## src/rtl/wet_pkg.sv

```systemverilog
package wet_pkg;
  typedef enum logic [1:0] {
    GATE_OFF   = 2'd0,
    GATE_CONT  = 2'd1,
    GATE_TIMED = 2'd2,
    GATE_POLL  = 2'd3
  } gate_mode_e;
endpackage

```

## src/rtl/wet_timer.sv

```systemverilog
module wet_timer #(
  parameter int unsigned WIN_CYC = 2_000_000
) (
  input  logic clk_i,
  input  logic rst_ni,
  input  logic clr_i,
  input  logic load_i,
  output logic active_o
);
  localparam int unsigned CW = $clog2(WIN_CYC + 1);
  localparam logic [CW-1:0] LOAD_VAL = CW'(WIN_CYC);

  logic [CW-1:0] cnt_q;

  always_ff @(posedge clk_i or negedge rst_ni) begin
    if (!rst_ni)                cnt_q <= '0;
    else if (clr_i)             cnt_q <= '0;
    else if (load_i)            cnt_q <= LOAD_VAL;
    else if (cnt_q != '0)       cnt_q <= cnt_q - 1'b1;
  end

  assign active_o = (cnt_q != '0);

  AST_CNT_BOUND: assert property (@(posedge clk_i) disable iff (!rst_ni)
    cnt_q <= LOAD_VAL) else $error("count above window");
  AST_RELOAD: assert property (@(posedge clk_i) disable iff (!rst_ni)
    (load_i && !clr_i) |=> (cnt_q == LOAD_VAL)) else $error("no reload");
  AST_CLR_EMPTY: assert property (@(posedge clk_i) disable iff (!rst_ni)
    clr_i |=> !active_o) else $error("clear kept window");
endmodule

```

## src/rtl/wet_mode_dec.sv

```systemverilog
module wet_mode_dec
  import wet_pkg::*;
(
  input  logic       run_i,
  input  logic       wet_en_i,
  input  logic       timed_i,
  input  logic       scan_i,
  input  logic       ot_i,
  output gate_mode_e mode_o
);
  always_comb begin
    if (!run_i || !wet_en_i || ot_i) mode_o = GATE_OFF;
    else if (scan_i)                 mode_o = GATE_POLL;
    else if (timed_i)                mode_o = GATE_TIMED;
    else                             mode_o = GATE_CONT;
  end
endmodule

```

## src/rtl/wet_sink_gate.sv

```systemverilog
module wet_sink_gate
  import wet_pkg::*;
#(
  parameter int unsigned N_IN  = 8,
  parameter int unsigned N_DIR = 2
) (
  input  gate_mode_e        mode_i,
  input  logic              active_i,
  input  logic              poll_i,
  input  logic              dir_sel_i,
  input  logic [N_IN-1:0]   sw_closed_i,
  output logic [N_IN-1:0]   sink_en_o
);
  logic grant;

  always_comb begin
    unique case (mode_i)
      GATE_CONT:  grant = 1'b1;
      GATE_TIMED: grant = active_i;
      GATE_POLL:  grant = poll_i;
      default:    grant = 1'b0;
    endcase
  end

  for (genvar i = 0; i < N_IN; i++) begin : g_sink
    if (i < N_DIR) begin : g_dir
      assign sink_en_o[i] = grant & sw_closed_i[i] & ~dir_sel_i;
    end else begin : g_mon
      assign sink_en_o[i] = grant & sw_closed_i[i];
    end
  end
endmodule

```

## src/rtl/wet_direct.sv

```systemverilog
module wet_direct #(
  parameter int unsigned N_DIR = 2
) (
  input  logic [N_DIR-1:0] sw_i,
  input  logic             mon_low_i,
  input  logic             scan_i,
  output logic             dir_sel_o,
  output logic [N_DIR-1:0] dir_o,
  output logic [N_DIR-1:0] dir_oe_o
);
  assign dir_sel_o = ~mon_low_i & ~scan_i;
  assign dir_oe_o  = {N_DIR{dir_sel_o}};
  assign dir_o     = sw_i & {N_DIR{dir_sel_o}};
endmodule

```

## src/rtl/wet_pulse_ctrl.sv

```systemverilog
module wet_pulse_ctrl
  import wet_pkg::*;
#(
  parameter int unsigned N_IN    = 8,
  parameter int unsigned WIN_CYC = 2_000_000
) (
  input  logic            clk_i,
  input  logic            rst_ni,
  input  logic [N_IN-1:0] sw_closed_i,
  input  logic            chg_vld_i,
  input  logic            wet_en_i,
  input  logic            timed_i,
  input  logic            mon_low_i,
  input  logic            scan_i,
  input  logic            poll_i,
  input  logic            ot_i,
  output logic [N_IN-1:0] sink_en_o,
  output logic [1:0]      dir_o,
  output logic [1:0]      dir_oe_o
);
  localparam int unsigned N_DIR = 2;

  logic       run_q;
  logic       active;
  logic       dir_sel;
  gate_mode_e mode;

  always_ff @(posedge clk_i or negedge rst_ni) begin
    if (!rst_ni) run_q <= 1'b0;
    else         run_q <= 1'b1;
  end

  wet_timer #(.WIN_CYC(WIN_CYC)) u_timer (
    .clk_i    (clk_i),
    .rst_ni   (rst_ni),
    .clr_i    (~wet_en_i),
    .load_i   (wet_en_i & chg_vld_i),
    .active_o (active)
  );

  wet_mode_dec u_dec (
    .run_i    (run_q),
    .wet_en_i (wet_en_i),
    .timed_i  (timed_i),
    .scan_i   (scan_i),
    .ot_i     (ot_i),
    .mode_o   (mode)
  );

  wet_direct #(.N_DIR(N_DIR)) u_dir (
    .sw_i      (sw_closed_i[N_DIR-1:0]),
    .mon_low_i (mon_low_i),
    .scan_i    (scan_i),
    .dir_sel_o (dir_sel),
    .dir_o     (dir_o),
    .dir_oe_o  (dir_oe_o)
  );

  wet_sink_gate #(.N_IN(N_IN), .N_DIR(N_DIR)) u_gate (
    .mode_i      (mode),
    .active_i    (active),
    .poll_i      (poll_i),
    .dir_sel_i   (dir_sel),
    .sw_closed_i (sw_closed_i),
    .sink_en_o   (sink_en_o)
  );

  AST_OPEN_NO_CUR: assert property (@(posedge clk_i) disable iff (!rst_ni)
    (sink_en_o & ~sw_closed_i) == '0) else $error("current on open switch");
  AST_OT_OFF: assert property (@(posedge clk_i) disable iff (!rst_ni)
    ot_i |-> (sink_en_o == '0)) else $error("current during overtemp");
  AST_DIS_OFF: assert property (@(posedge clk_i) disable iff (!rst_ni)
    !wet_en_i |-> (sink_en_o == '0)) else $error("current while disabled");
  AST_DIR_EXCL: assert property (@(posedge clk_i) disable iff (!rst_ni)
    (dir_oe_o != 2'b00) |-> (sink_en_o[1:0] == 2'b00)) else $error("sink on direct input");
  AST_SCAN_TRI: assert property (@(posedge clk_i) disable iff (!rst_ni)
    scan_i |-> (dir_oe_o == 2'b00)) else $error("direct drive in scan");
  AST_POLL_ONLY: assert property (@(posedge clk_i) disable iff (!rst_ni)
    (scan_i && !poll_i) |-> (sink_en_o == '0)) else $error("current outside poll");
endmodule

```

## config.mk

```make
export PLATFORM = sky130hd
export DESIGN_NAME = wet_pulse_ctrl
export DESIGN_NICKNAME = d
export VERILOG_FILES = /design/src/rtl/wet_pkg.sv /design/src/rtl/wet_timer.sv /design/src/rtl/wet_mode_dec.sv /design/src/rtl/wet_sink_gate.sv /design/src/rtl/wet_direct.sv /design/src/rtl/wet_pulse_ctrl.sv
export SDC_FILE = /design/constraint.sdc
export NUM_CORES = 1
export LEC_CHECK = 0
export BUFFER_PORTS_ARGS = -buffer_cell sky130_fd_sc_hd__buf_2
export CORE_UTILIZATION = 40
export DETAILED_ROUTE_END_ITERATION = 8
export GPL_TIMING_DRIVEN = 0
export MAX_ROUTING_LAYER = met4
export PLACE_DENSITY = 0.62
export SYNTH_ARGS = -nofsm -noshare
export SYNTH_HDL_FRONTEND = slang
export SYNTH_SLANG_ARGS = --single-unit
```

## constraint.sdc

```tcl
create_clock -name clk_i -period 3.2 [get_ports clk_i]
set_input_delay 0.64 -clock clk_i [delete_from_list [all_inputs] [get_ports clk_i]]
set_output_delay 0.64 -clock clk_i [all_outputs]
set_load 0.005 [all_outputs]
```

# Yosys cells after proc, flatten, opt, wreduce, memory -nomap -nowiden
# Cells that the tools add are included.
# word_totals
ff_bits	22
rom_bits	0
output_inout_bits	12
latchBits	0
n_memories	0
in_bits	17
mem_bits_rw	0
# classes
n_bitwise	16
order_cmp	0
n_eq_ne	4
div	0
n_shift	0
addsub	1
multipliers	0
reduce_logical	5
muxes	7
# op_table
operator	n
21-bit two-way mux	3
21-bit nonzero test	1
21-bit by 1-bit subtractor with 21-bit output, second input constant	1
1-bit AND	12
2-bit two-way mux	3
2-bit equality test, second input constant	2
3-bit by 1-bit inequality test with 1-bit output, second input constant	1
1-bit inverter	3
1-bit one-hot mux with 3 select lines	1
2-bit AND	1
2-bit by 1-bit equality test with 1-bit output, second input constant	1
1-bit zero test	2
1-bit logical OR	2

# Depth between registers and ports, before layout
# depth
ltp_word	8
depth_mapped	6
depth_no_buf	6

# Modules after synthesis
# Synthesis repeated with hierarchy kept, for this count alone.
# unflattened
cells_unflattened	151
hier_area_um2	1481.4
# by_module_without_submodules
mod	seq_area_each_um2	cells_each	area_each_um2	n_inst
wet_timer	525.5	126	1218.7	1
wet_sink_gate	0.0	11	150.1	1
wet_mode_dec	0.0	5	40.0	1
wet_pulse_ctrl	25.0	4	38.8	1
wet_direct	0.0	5	33.8	1

# Least setup slack after synthesis
# No wires, ideal clock.
# synth_timing
path_type	register to output
start	register u_timer.cnt_q[0]
end	output sink_en_o[0]
n_path_buf	0
setup_slack_ps	987
t_required_ps	2560
path_stages_with_launch	7
t_arrival_ps	1573
path_cell_list	dfrtp_1 inv_1 ha_1 nor3b_1 and2_1 a41oi_4 and3_1
# synth_between
elab_chain_len	4
# synth_rtl
item	line	text
start: declaration	wet_timer.sv:13	logic [CW-1:0] cnt_q;
start signal: assignment	wet_timer.sv:19	else if (cnt_q != '0) cnt_q <= cnt_q - 1'b1;
21-bit nonzero test	wet_timer.sv:22	assign active_o = (cnt_q != '0);
1-bit one-hot mux with 3 select lines	wet_sink_gate.sv:17	unique case (mode_i)
1-bit AND (2 in a row)	wet_sink_gate.sv:27	assign sink_en_o[i] = grant & sw_closed_i[i] & ~dir_sel_i;
end: declaration	wet_pulse_ctrl.sv:17	output logic [N_IN-1:0] sink_en_o,
# Every way passes these cells.

# Worst setup path in the final report
# Same ends and word-level chain as after synthesis.

==> flow_metrics.env <==
export IMPL_outcome="completed"
export IMPL_yosysWarnings=0
export IMPL_ys_types=48
export IMPL_wl_met1_mm=1.601
export IMPL_dieArea_um2=3951
export IMPL_cp_num_buf_inv=2
export IMPL_post_cts_buffers=0
export IMPL_clkTransAtPathRegs_ns=0.09
export IMPL_overflow=0
export IMPL_highest_layer="met4"
export IMPL_slew_viol_final=0
export IMPL_layout_setup_ws_ns=0.2715
export IMPL_ys_flop_type="dfrtp_1"
export IMPL_io_pins=29
export IMPL_worstPathRequired_ns=2.56
export IMPL_setup_violations=0
export IMPL_place_gp_congestion=0.9042
export IMPL_post_place_ws_ns=0.5878
export IMPL_row_count=21
export IMPL_cp_slowest_cell="and2_1"
export IMPL_drt_total_wl_mm=3.892
export IMPL_fin_tns_setup_ns=0
export IMPL_synth_async_reset_ratio_pct=100.0
export IMPL_cp_data_arrival_time_ns=2.29
export IMPL_drt_first_iter_violations=63
export IMPL_timing_rr_start="u_timer.cnt_q[0]"
export IMPL_synthCells=160
export IMPL_holdCritPathClass="in2async"
export IMPL_grt_use_total_pct=22.22
export IMPL_start_util_pct=43.04
export IMPL_final_cell_mix="buf_2 (30), dfrtp_1 (22), nand2_1 (13)"
export IMPL_grt_max_degree=23
export IMPL_io_buffers=28
export IMPL_grt_pass1_wl_mm=6.672
export IMPL_post_dp_hpwl_mm=2.981
export IMPL_layout_drive_gt1_share_pct=24.48
export IMPL_cts_resized=0
export IMPL_r2r_cells=6
export IMPL_period_minus_slack_ns=2.928
export IMPL_avgSynthCellArea_um2=9.259
export IMPL_drtPass1Iterations=6
export IMPL_fmax_mhz=341.5
export IMPL_final_util_pct=50.85
export IMPL_synth_area_leaders="dfrtp_1 (37%), mux2i_1 (4.7%), nand2b_1 (4.2%)"
export IMPL_layout_commonest_cell="buf_2"
export IMPL_synth_area_um2=1481
export IMPL_synth_seq_cells=22
export IMPL_worst_slew_pin_slew_ns=0.5574
export IMPL_wl_met2_mm=2.071
export IMPL_nNetsFinal=212
export IMPL_netlist_area_leader_share_pct=37.16
export IMPL_routedWlPerCell_um=16.35
export IMPL_path_cells="inv_1, ha_1, nor3b_1, and2_1, a41oi_4, and3_1, buf_2"
export IMPL_postRouteAntennaNets=0
export IMPL_peakVddDrop_mv=0.2776
export IMPL_core_region_area_um2=3442
export IMPL_synth_edf_count=0
export IMPL_cellLeakagePower_nw=0.7875
export IMPL_yosysTopAreaCell="dfrtp_1"
export IMPL_critPathCaptureType="primary output"
export IMPL_tritoncts="yes"
export IMPL_synth_nets=179
export IMPL_worstSetupPathType="reg2out"
export IMPL_hold_buffers=0
export IMPL_cp_max_fo=8
export IMPL_cap_viol_max_count=0
export IMPL_min_period_over_period_pct=91.52
export IMPL_clk_path_buf_depth=2
export IMPL_clock_sinks=22
export IMPL_skew_ns=0.009343
export IMPL_met3_length_um=191
export IMPL_clkLatencyLatePin_ns=0.27
export IMPL_htree_levels=1
export IMPL_slowest_delay_ns=0.44
export IMPL_hold_violations=0
export IMPL_final_area_um2=1750
export IMPL_reg2reg_to="u_timer.cnt_q[14]"
export IMPL_root_buffer="clkbuf_8"
export IMPL_drc=0
export IMPL_cp_start_kind="register"
export IMPL_via_per_inst=5.777
export IMPL_antenna_found_initial=0
export IMPL_yosysSeqAreaShare_pct=37.16
export IMPL_slew_limit_headroom_pct=62.55
export IMPL_rsz0062_at_grt="false"
export IMPL_ff2ff_setup_slack_ns=1.03
export IMPL_critPathTopFamily="simple AND/OR/NAND/NOR gates"
export IMPL_die_x_um=62.86
export IMPL_fp_dieH_um=62.86
export IMPL_grt_pass1_vias=1361
export IMPL_power_per_cell_area_nw_per_um2=480.4
export IMPL_insertedDiodeCount=0
export IMPL_syn_to_final_growth_pct=18.16
export IMPL_placed_area_um2=1679
export IMPL_cts_buffers=3
export IMPL_vias=1375
## per-layer routing
layer  vias to the layer above  track usage, %
met1                       685           26.73
met4                         0           4.360
li1                        653               -
met2                        33           38.18
met3                         4           4.745
met5                         -               -
## synthesized netlist by cell type, drive strengths merged (3+ instances only)
cell,n
inv,6
o21ai,8
dfrtp,22
buf,5
a211oi,4
nand2,13
nand4,4
mux2i,7
and2,9
nor4,4
nor3,9
nor3b,4
o31ai,3
nor2,8
a21oi,8
and3,3
nand2b,10
## sequential cells by signal, summed over array words and instances, names as in the netlist
signal / cells
run_q: 1
u_timer.cnt_q: 21
## worst max path at each step
stage | cells after the start | startpoint | endpoint | slack [ns]
final | 7 | u_timer.cnt_q[0] | sink_en_o[0] | 0.27
after global routing | 7 | u_timer.cnt_q[0] | sink_en_o[0] | 0.05
after CTS | 7 | u_timer.cnt_q[0] | sink_en_o[0] | 0.28
after detailed placement | 7 | u_timer.cnt_q[0] | sink_en_o[0] | 0.59
after global placement | 7 | u_timer.cnt_q[0] | sink_en_o[0] | 0.64
after floorplan | 6 | u_timer.cnt_q[0] | sink_en_o[0] | 0.99
## where the power goes
group	total [W]	switching (W)	internal, W
logic	0.000246	0.000147	0.0000981
clock network	0.000262	0.0000946	0.000167
registers	0.000333	0.0000317	0.000302
total	0.000841	0.000274	0.000567
## cells by family after synthesis
kind of cell	Yosys count	synth area share [%]
AOI/OAI and AO/OA	34	17.99
xor gates and xnor gates	1	0.5913
adders and majority gates	2	1.689
buffers and inverters	13	4.223
DFF	22	37.16
muxes	7	4.730
other	1	0.2531
and+or+nand+nor	80	33.36
## metrics by stage
stage	power (W)	hold WS (ns)	std cells
after floorplan	0.0005080	0.3444	160
after global placement	0.0005726	0.5437	234
after detailed placement	0.0005837	0.5569	234
after CTS	0.0008491	0.3455	238
after global routing	0.0008928	0.3631	238
final	0.0008408	0.3295	238
## final cells by class
type	instances	area, um^2
buffer	7	40.04
clock buffer	3	41.29
clock inverter	1	30.03
fill	353	1692
inverter	6	22.52
multi-input combinational	125	868.3
sequential	22	550.5
tap	46	57.56
timing repair buffer	28	140.1
No activity file was read; power rests on OpenSTA's default activity.
